**src/rtl/tct_pkg.sv**
```systemverilog
package tct_pkg;
  typedef enum logic [1:0] {
    ST_IDLE  = 2'd0,
    ST_RUN   = 2'd1,
    ST_REQ   = 2'd2,
    ST_BCAST = 2'd3
  } tct_state_e;

  typedef enum logic [1:0] {
    CAUSE_NONE     = 2'b00,
    CAUSE_EVICT    = 2'b01,
    CAUSE_CONFLICT = 2'b10
  } tct_cause_e;
endpackage

```
**src/rtl/tct_tag_match.sv**
```systemverilog
module tct_tag_match #(
  parameter int NLINES = 8,
  parameter int AW     = 12
) (
  input  logic [NLINES-1:0]         valid_i,
  input  logic [NLINES-1:0][AW-1:0] tags_i,
  input  logic [AW-1:0]             key_i,
  output logic [NLINES-1:0]         hit_o
);
  for (genvar g = 0; g < NLINES; g++) begin : g_cmp
    assign hit_o[g] = valid_i[g] && (tags_i[g] == key_i);
  end
endmodule

```
**src/rtl/tct_first_set.sv**
```systemverilog
module tct_first_set #(
  parameter int N  = 8,
  localparam int IW = (N > 1) ? $clog2(N) : 1
) (
  input  logic [N-1:0]  vec_i,
  output logic          found_o,
  output logic [IW-1:0] idx_o
);
  always_comb begin
    found_o = 1'b0;
    idx_o   = '0;
    for (int i = N - 1; i >= 0; i--) begin
      if (vec_i[i]) begin
        found_o = 1'b1;
        idx_o   = IW'(i);
      end
    end
  end
endmodule

```
**src/rtl/txn_conflict_tracker.sv**
```systemverilog
module txn_conflict_tracker
  import tct_pkg::*;
#(
  parameter int NLINES = 8,
  parameter int AW     = 12
) (
  input  logic          clk,
  input  logic          rst,
  input  logic          tx_begin_i,
  input  logic          acc_valid_i,
  input  logic          acc_write_i,
  input  logic [AW-1:0] acc_addr_i,
  input  logic          commit_req_i,
  input  logic          arb_gnt_i,
  input  logic          snoop_valid_i,
  input  logic [AW-1:0] snoop_addr_i,
  output logic          acc_ack_o,
  output logic          acc_hit_o,
  output logic          arb_req_o,
  output logic          bcast_valid_o,
  output logic [AW-1:0] bcast_addr_o,
  output logic          commit_done_o,
  output logic          abort_o,
  output logic [1:0]    abort_cause_o
);
  localparam int IW = (NLINES > 1) ? $clog2(NLINES) : 1;

  tct_state_e                state_q;
  logic [NLINES-1:0]         v_q, rd_q, wr_q, pend_q;
  logic [NLINES-1:0][AW-1:0] tag_q;
  logic [IW-1:0]             ptr_q, bc_idx_q;

  logic [NLINES-1:0] acc_hv, snp_hv, free_vec, snp_inval;
  logic              acc_found, free_found, pend_any;
  logic [IW-1:0]     acc_idx, free_idx, pend_idx, victim_idx, ptr_next;
  logic              victim_dirty, snp_conflict, conf_abort, evict_abort, do_abort;

  tct_tag_match #(.NLINES(NLINES), .AW(AW)) u_acc_match (
    .valid_i(v_q), .tags_i(tag_q), .key_i(acc_addr_i), .hit_o(acc_hv));
  tct_tag_match #(.NLINES(NLINES), .AW(AW)) u_snp_match (
    .valid_i(v_q), .tags_i(tag_q), .key_i(snoop_addr_i), .hit_o(snp_hv));

  assign free_vec = ~v_q;

  tct_first_set #(.N(NLINES)) u_acc_enc (
    .vec_i(acc_hv), .found_o(acc_found), .idx_o(acc_idx));
  tct_first_set #(.N(NLINES)) u_free_enc (
    .vec_i(free_vec), .found_o(free_found), .idx_o(free_idx));
  tct_first_set #(.N(NLINES)) u_pend_enc (
    .vec_i(pend_q), .found_o(pend_any), .idx_o(pend_idx));

  assign victim_idx   = free_found ? free_idx : ptr_q;
  assign victim_dirty = !free_found && wr_q[ptr_q];
  assign ptr_next     = (ptr_q == IW'(NLINES - 1)) ? '0 : ptr_q + 1'b1;
  assign snp_conflict = snoop_valid_i && |(snp_hv & rd_q);
  assign snp_inval    = snoop_valid_i ? (snp_hv & ~wr_q) : '0;
  assign conf_abort   = ((state_q == ST_RUN) || (state_q == ST_REQ)) && snp_conflict;
  assign evict_abort  = (state_q == ST_RUN) && !snp_conflict && acc_valid_i &&
                        !acc_found && victim_dirty;
  assign do_abort     = conf_abort || evict_abort;

  always_ff @(posedge clk) begin
    if (rst) begin
      state_q       <= ST_IDLE;
      v_q           <= '0;
      rd_q          <= '0;
      wr_q          <= '0;
      pend_q        <= '0;
      tag_q         <= '0;
      ptr_q         <= '0;
      bc_idx_q      <= '0;
      acc_ack_o     <= 1'b0;
      acc_hit_o     <= 1'b0;
      arb_req_o     <= 1'b0;
      bcast_valid_o <= 1'b0;
      bcast_addr_o  <= '0;
      commit_done_o <= 1'b0;
      abort_o       <= 1'b0;
      abort_cause_o <= CAUSE_NONE;
    end else begin
      acc_ack_o     <= 1'b0;
      acc_hit_o     <= 1'b0;
      bcast_valid_o <= 1'b0;
      commit_done_o <= 1'b0;
      abort_o       <= 1'b0;
      if (do_abort) begin
        // roll back: drop the speculative lines and every footprint mark
        v_q           <= v_q & ~wr_q & ~snp_inval;
        rd_q          <= '0;
        wr_q          <= '0;
        pend_q        <= '0;
        arb_req_o     <= 1'b0;
        abort_o       <= 1'b1;
        abort_cause_o <= conf_abort ? CAUSE_CONFLICT : CAUSE_EVICT;
        state_q       <= ST_IDLE;
      end else begin
        case (state_q)
          ST_IDLE: begin
            v_q <= v_q & ~snp_inval;
            if (tx_begin_i) begin
              state_q       <= ST_RUN;
              abort_cause_o <= CAUSE_NONE;
            end
          end
          ST_RUN: begin
            v_q  <= v_q & ~snp_inval;
            rd_q <= rd_q & ~snp_inval;
            if (acc_valid_i) begin
              acc_ack_o <= 1'b1;
              if (acc_found) begin
                acc_hit_o <= 1'b1;
                if (acc_write_i) wr_q[acc_idx] <= 1'b1;
                else             rd_q[acc_idx] <= 1'b1;
              end else begin
                // read-only fill of the chosen slot, then mark it
                v_q[victim_idx]   <= 1'b1;
                tag_q[victim_idx] <= acc_addr_i;
                rd_q[victim_idx]  <= !acc_write_i;
                wr_q[victim_idx]  <= acc_write_i;
                if (!free_found) ptr_q <= ptr_next;
              end
            end
            if (commit_req_i) begin
              state_q   <= ST_REQ;
              arb_req_o <= 1'b1;
            end
          end
          ST_REQ: begin
            v_q  <= v_q & ~snp_inval;
            rd_q <= rd_q & ~snp_inval;
            if (arb_gnt_i) begin
              pend_q  <= wr_q & v_q;
              state_q <= ST_BCAST;
            end
          end
          ST_BCAST: begin
            if (pend_any) begin
              bcast_valid_o    <= 1'b1;
              bcast_addr_o     <= tag_q[pend_idx];
              bc_idx_q         <= pend_idx;
              pend_q[pend_idx] <= 1'b0;
            end else begin
              rd_q          <= '0;
              wr_q          <= '0;
              arb_req_o     <= 1'b0;
              commit_done_o <= 1'b1;
              state_q       <= ST_IDLE;
            end
          end
          default: state_q <= ST_IDLE;
        endcase
      end
    end
  end

  // a broadcast address only appears while the bus is held
  assert_bcast_holds_bus_R5: assert property (@(posedge clk) disable iff (rst)
    bcast_valid_o |-> arb_req_o);

  // the bus request only starts from a running transaction
  assert_req_from_run_R5: assert property (@(posedge clk) disable iff (rst)
    $rose(arb_req_o) |-> $past(state_q == ST_RUN));

  // back-to-back broadcasts walk the slots upward
  assert_bcast_ascending_R6: assert property (@(posedge clk) disable iff (rst)
    (bcast_valid_o && $past(bcast_valid_o)) |-> (bc_idx_q > $past(bc_idx_q)));

  // a transaction never both commits and aborts
  assert_end_exclusive_R6: assert property (@(posedge clk) disable iff (rst)
    !(commit_done_o && abort_o));

  // every abort carries a reason
  assert_abort_cause_R7: assert property (@(posedge clk) disable iff (rst)
    abort_o |-> (abort_cause_o != CAUSE_NONE));

  // a granted commit cannot be aborted
  assert_no_abort_granted_R8: assert property (@(posedge clk) disable iff (rst)
    (state_q == ST_BCAST) |=> !abort_o);

  // after an abort no footprint mark survives
  assert_abort_clears_R9: assert property (@(posedge clk) disable iff (rst)
    abort_o |-> ((rd_q == '0) && (wr_q == '0)));
endmodule

```
**config.mk**
```make
export PLATFORM = sky130hd
export DESIGN_NAME = txn_conflict_tracker
export DESIGN_NICKNAME = d
export VERILOG_FILES = /design/src/rtl/tct_pkg.sv /design/src/rtl/tct_tag_match.sv /design/src/rtl/tct_first_set.sv /design/src/rtl/txn_conflict_tracker.sv
export SDC_FILE = /design/constraint.sdc
export NUM_CORES = 1
export LEC_CHECK = 0
export BUFFER_PORTS_ARGS = -buffer_cell sky130_fd_sc_hd__buf_4
export CORE_ASPECT_RATIO = 0.5
export CORE_MARGIN = 1.5
export CORE_UTILIZATION = 64
export DETAILED_ROUTE_END_ITERATION = 10
export PLACE_DENSITY_LB_ADDON = 0.1
export SLEW_MARGIN = 20
export SYNTH_ARGS = -nofsm -noshare
export SYNTH_HDL_FRONTEND = slang
export SYNTH_SLANG_ARGS = --single-unit
export TNS_END_PERCENT = 20
```
**constraint.sdc**
```tcl
create_clock -name clk -period 7.1 [get_ports clk]
set_input_delay 0 -clock clk [delete_from_list [all_inputs] [get_ports clk]]
set_output_delay 0 -clock clk [all_outputs]
set_load 0.01 [all_outputs]
```
==> results of run 1 <==
-- critical path, cell delays in order (launching register included) --
cell	delay [ns]
dfxtp_1	0.36
xnor2_1	0.32
nand3_1	0.13
nor4_1	0.88
a32oi_1	0.24
a41o_1	0.47
o21ai_4	0.26
nand2b_2	0.66
nor3_1	0.13
-- registers in the layout, indices dropped and copies added, names as in the netlist --
name           flops
arb_req_o          1
ptr_q              3
abort_cause_o      2
bcast_addr_o      12
state_q            2
acc_hit_o          1
tag_q             96
bcast_valid_o      1
v_q                8
wr_q               8
pend_q             8
commit_done_o      1
abort_o            1
acc_ack_o          1
rd_q               8
-- routing by layer --
layer  routed length (um)  vias to the layer above  track usage
li1                     -                     4075            -
met1                13700                     4375        0.560
met2                13900                      658        0.596
met3                 4570                       77        0.108
met4                  692                        0        0.102
met5                    0                        -            0
-- final cells by class --
cell class	count	area [um2]	share of cell area
clock buffers	17	425	0.0388
clock inverters	14	163	0.0149
inverters	13	48.8	0.00446
multi-input cells	874	6340	0.579
flip-flops and latches	153	3060	0.280
well taps	204	255	0.0233
repair buffers	83	657	0.0600
-- cells by family (layout without fill, tap and decap cells) --
logic type	after synthesis	after routing	share of synthesized area
and+or+nand+nor	353	353	0.177
AOI/OAI and AO/OA	184	184	0.136
adders and majority gates	6	6	0.00749
DFF	153	153	0.306
muxes	139	139	0.142
xor gates and xnor gates	192	192	0.168
buffers and inverters	105	127	0.0637
-- cells in the final DEF, fill, tap and decap left out, types with 7 or more instances in the layout --
cell and n:
a21boi_0 15, a21oi_1 29, a222oi_1 12, a32oi_1 11
and2_1 7, buf_4 70, clkbuf_16 17, dfxtp_1 153
dlygate4sd3_1 12, inv_1 13, mux2i_1 135, nand2_1 39
nand2b_1 12, nand3_1 25, nand4_1 45, nor2_1 142
nor2b_1 9, nor3_1 18, nor4_1 16, o211ai_1 12
o21ai_0 29, o221ai_1 13, or4_1 7, xnor2_1 192
-- power by group through the flow --
stage                     logic (W)  registers (W)  clock network, W
final                      0.000563       0.000925          0.000945
after global routing       0.000604       0.000926          0.000981
after CTS                  0.000545       0.000922          0.000944
after detailed placement   0.000535       0.000942                 0
after global placement     0.000526       0.000939                 0
after floorplan            0.000404       0.000930                 0
-- per-stage QoR --
stage / power, W / instances / utilization / worst slack, ns / area (um2)
floorplan: 0.00133 / 1132 / - / 4.50 / 10000
finish: 0.00243 / 1358 / 0.714 / 3.48 / 11000
global placement: 0.00147 / 1315 / 0.667 / 3.32 / 10200
CTS: 0.00241 / 1358 / 0.714 / 3.64 / 10900
global route: 0.00251 / 1358 / 0.714 / 3.32 / 11000
detailed placement: 0.00148 / 1315 / 0.668 / 3.67 / 10200
-- final timing paths --
path                            end  depth (start not counted)  slack [ns]                   start
max            rd_q[6]$_SDFFE_PP0P_                          8        3.48  tag_q[66]$_SDFFE_PP0P_
min          tag_q[52]$_SDFFE_PP0P_                          3       0.001           acc_addr_i[4]
max reg2reg    rd_q[6]$_SDFFE_PP0P_                          8        3.48  tag_q[66]$_SDFFE_PP0P_
min reg2reg  arb_req_o$_SDFFE_PP0P_                          2        0.47  arb_req_o$_SDFFE_PP0P_
==> impl_results.md, run 1 <==
- Pins Over Slew Limit: 0
- Die area: 16,500 um2
- Flops & latches, synth: 153
- Pleak: 4.48 nW
- Final Skew: 0.0107 ns
- All-layer global routing usage: 0.397
- RSZ-0062 raised after global routing: false
- Sink Count: 153
- Pwr dens: 222 nW/um2
- Logic pwr share: 0.231
- Fraction of registers with async set/reset: 0
- CTS clk-pin slew, worst paths: 0.07 ns
- Max-cap violations: 0
- Starting Density: 0.653
- Ant diodes: 0
- Net switching power: 0.000809 W
- Mapped Area: 10,000 um2
- Placer congestion estimate: 1.08
- Peak VDD IR: 0.000197 V
- P_int: 0.00162 W
- Core Box Area: 15,300 um2
- # rows: 32
- Layout fillers: 1,218
- Post-synth EDFFs: 0
- Critical path class: reg -> reg
- Die Ht: 91.5 um
- Layout cells sized above 1: 0.107
- Slew HR: 0.322
- Post-synthesis sequential area ratio: 0.306
- Distinct cells, synth: 70
- Syn Nets: 1,170
- Hold_ws: 0.00139 ns
- TritonCTS clock tree: built
- Area Overhead vs Synth: 9.29%
- Number of CTS-inserted buffers: 17
- Drt via density: 6.76
- Worst slew pin tran: 1.01 ns
- Ys Warns: 0
- Sw Ratio: 0.333
- Syn Inst Count: 1,132
- CP Launch Type: register
- Clk network pwr share: 0.388
- IO Pins: 52
- Layout net count: 1,180
- Port Buffers: 51
- HP Class: in -> reg
- Wirelength, routed: 32.8 mm
- Root buf cell: clkbuf_16
- Largest net degree at the start of global routing: 113
- Synth top area share: 0.306
- Synth Flop Type: dfxtp_1
- Hold_buf cts: 12
- # Post-CTS Setup Buffers: 0
- First-pass GRT wire length: 50.2 mm
- Worst Path Required: 7.39 ns
- Drt initial violations: 1,447
- Drc violations: 0
- Chip width: 180 um
- Outcome: finished clean
- Initial antenna violation count: 1
- Tmin final: 3.62 ns
- Longest Clk Path Bufs: 2
- Drt pass-1 iters: 6
- Area leader, netlist: dfxtp_1
- Synth cell count leaders: 192 x xnor2_1, 153 x dfxtp_1, 142 x nor2_1
- Via count: 9,185
- CP endpoint kind: register
- Syn_area_per_cell: 8.85 um2
- Register share of total power: 0.380
- FMAX: 0.276 GHz
- CP Max Fanout: 30
- Detailed Place HPWL: 23.3 mm
- Vias in the first global route: 8,443
- Total global routing overflow: 0
- Setup TNS Final: 0 ns
- Antenna-violating nets left: 0
- H-tree levels: 4
- Final setup fails: 0
- Clock latency on the worst-skew pair: 0.44 ns
- Cell with the most instances after synthesis: xnor2_1
- Ratio of final minimum period to clock period: 0.510
- CP arrival: 3.91 ns
- Fin. Hold Viols: 0
- Routed wire per std cell: 24.2 um
- Most area-consuming cells after synthesis: dfxtp_1 31%, xnor2_1 17%, mux2i_1 13%, nor2_1 5.3%, nand4_1 2.8%
- # resized after CTS: 0
(Power assumes the default switching activity.)
==> inputs of run 2 (changes only) <==
--- a/config.mk
+++ b/config.mk
@@ -8,7 +8,7 @@
 export BUFFER_PORTS_ARGS = -buffer_cell sky130_fd_sc_hd__buf_4
 export CORE_ASPECT_RATIO = 0.5
 export CORE_MARGIN = 1.5
-export CORE_UTILIZATION = 64
+export CORE_UTILIZATION = 56
 export DETAILED_ROUTE_END_ITERATION = 10
 export PLACE_DENSITY_LB_ADDON = 0.1
 export SLEW_MARGIN = 20
==> constraint.sdc (replaced) <==
create_clock -name clk -period 3.3 [get_ports clk]
set_input_delay 0 -clock clk [delete_from_list [all_inputs] [get_ports clk]]
set_output_delay 0 -clock clk [all_outputs]
set_load 0.01 [all_outputs]
==> impl_results.md, run 2 (synthesis results as in run 1) <==
- Max-cap violations: 0 (unchanged)
- Biggest register: tag_q
- Ant diodes: 0 (unchanged)
- Largest regs: tag_q: 96 flops, bcast_addr_o: 12 flops
- # Post-CTS Setup Buffers: 0 (unchanged)
- Initial antenna violation count: 1 (unchanged)
- Antenna-violating nets left: 0 (unchanged)
- CP arrival: 3.55 ns (-0.36 ns)
- FMAX: 0.314 GHz (+14%)
- Fin. Hold Viols: 0 (unchanged)
- # resized after CTS: 0 (unchanged)
- Longest Clk Path Bufs: 2 (unchanged)
- Peak VDD IR: 0.000523 V (+160%)
- Starting Density: 0.574 (-0.0789)
- Drt pass-1 iters: 8 (+2)
- Slew HR: 0.333 (+0.0108)
- Die Ht: 97.6 um (+6.7%)
- Largest net degree at the start of global routing: 59 (-48%)
- HP Class: in -> reg
- Core Box Area: 17,400 um2 (+14%)
- RSZ-0062 raised after global routing: false
- CP Max Fanout: 12 (-60%)
- Worst Path Required: 3.67 ns (-3.72 ns)
- Detailed Place HPWL: 24.7 mm (+6.3%)
- Critical path class: reg -> reg
- First-pass GRT wire length: 52.6 mm (+4.8%)
- Core Util, Final: 0.655 (-0.0587)
- Layout cells sized above 1: 0.134 (+0.0262)
- Worst slew pin tran: 0.987 ns (-0.0208 ns)
- Drt initial violations: 1,054 (-27%)
- All-layer global routing usage: 0.370 (-0.0268)
- Outcome: finished clean
- Tmin final: 3.19 ns (-0.434 ns)
- TritonCTS clock tree: built
- Layout fillers: 1,496 (+23%)
- Total global routing overflow: 0 (unchanged)
- Drc violations: 0 (unchanged)
- Number of flip-flops in the largest register: 96 (unchanged)
- Number of CTS-inserted buffers: 17 (unchanged)
- Most frequent cells in the layout: 192 x xnor2_1, 153 x dfxtp_1, 142 x nor2_1
- CP Launch Type: register
- Die area: 18,800 um2 (+14%)
- Final setup fails: 0 (unchanged)
- FF+latch area: 3060 um2 (unchanged)
- Sink Count: 153 (unchanged)
- Placer congestion estimate: 0.990 (-8.0%)
- # rows: 34 (+6.3%)
- Routed wire per std cell: 23.8 um (-1.5%)
- Most common cell after layout, fill and taps aside: xnor2_1
- Setup TNS Final: 0 ns (unchanged)
- CTS clk-pin slew, worst paths: 0.07 ns (about the same)
- Reg2reg setup slack: 0.11 ns (-3.37 ns)
- Drt via density: 6.50 (-3.9%)
- Wirelength, routed: 33.9 mm (+3.3%)
- Pins Over Slew Limit: 0 (unchanged)
- Vias in the first global route: 8,753 (+3.7%)
- Final Skew: 0.0123 ns (+0.00162 ns)
- CP endpoint kind: register
- IO Pins: 52 (unchanged)
- Clock latency on the worst-skew pair: 0.44 ns (about the same)
- Chip width: 192 um (+6.8%)
- Pleak: 4.75 nW (+6.0%)
- Multi-input logic area: 6340 um2 (about the same)
- Area Overhead vs Synth: 14.1%
- Root buf cell: clkbuf_16
- Layout net count: 1,216 (+3.1%)
- H-tree levels: 4 (unchanged)
- Pwr dens: 475 nW/um2 (+110%)
- Via count: 9,260 (+0.82%)
- Port Buffers: 51 (unchanged)
- Ratio of final minimum period to clock period: 0.966 (+0.456)
[run 2: cell types whose count changed in the layout (fill, tap and decap cells not counted), moves of 2 or more]
cell | previous run | this run
o2111ai_2 | 0 | 2
buf_4 | 70 | 97
bufinv_16 | 2 | 4
buf_12 | 0 | 10
o2111ai_1 | 5 | 3
inv_6 | 6 | 3
clkbuf_8 | 0 | 2
[run 2: final timing paths]
check,start,endpoint,cells past startpoint
setup reg to reg,tag_q[21]$_SDFFE_PP0P_,wr_q[2]$_SDFFE_PP0P_,10
hold reg to reg,arb_req_o$_SDFFE_PP0P_,arb_req_o$_SDFFE_PP0P_,2
hold / removal,acc_addr_i[7],tag_q[43]$_SDFFE_PP0P_,3
setup / recovery,tag_q[21]$_SDFFE_PP0P_,wr_q[2]$_SDFFE_PP0P_,10
[run 2: repair_timing]
item	in CTS	in global routing
hold buffers	12	0
endpoints found under the setup margin	0	3
hold endpoints to repair	31	0
[run 2: stage by stage]
step / power [W] / hold slack (ns) / instance area [um2] / std cells / worst slack [ns]
final: 0.00543 / 0.00376 / 11400 / 1424 / 0.113
after CTS: 0.00540 / 0.000556 / 11400 / 1424 / 0.192
after global routing: 0.00561 / 0.00808 / 11400 / 1424 / 0.000793
after global placement: 0.00320 / 0.306 / 10700 / 1381 / 0.256
after floorplan: 0.00287 / 0.162 / 10000 / 1132 / 0.698
after detailed placement: 0.00323 / 0.303 / 10700 / 1381 / 0.209
[run 2: cell type report]
class | instances | area share
Clock buffer | 19 | 0.0396
Clock inverter | 12 | 0.0164
Inverter | 13 | 0.00427
Multi-Input combinational cell | 874 | 0.554
Sequential cell | 153 | 0.268
Tap cell | 234 | 0.0256
Timing Repair Buffer | 119 | 0.0917
[run 2: per-layer routing]
layer / share of wire / track usage / vias to the layer above
met5: 0 / 0 / -
met4: 0.017 / 0.0978 / 0
met3: 0.11 / 0.0896 / 53
met2: 0.42 / 0.532 / 543
met1: 0.45 / 0.546 / 4516
li1: - / - / 4148
[run 2: power breakdown]
part | internal, W | switching (W) | total, W
Clock | 0.00132 | 0.000874 | 0.00219
Sequential | 0.00191 | 0.0000804 | 0.00199
Combinational | 0.000491 | 0.000762 | 0.00125
Total | 0.00372 | 0.00172 | 0.00543
[run 2: worst max-delay path: stages (launching register included)]
cell      delay [ns]
dfxtp_1         0.42
xnor2_1         0.09
nand4_1         0.16
nor4_1          0.11
buf_4           0.17
or4_1           0.68
nor2_2          0.47
o311ai_2        0.15
buf_4           0.20
or4_1           0.50
a21oi_1         0.16
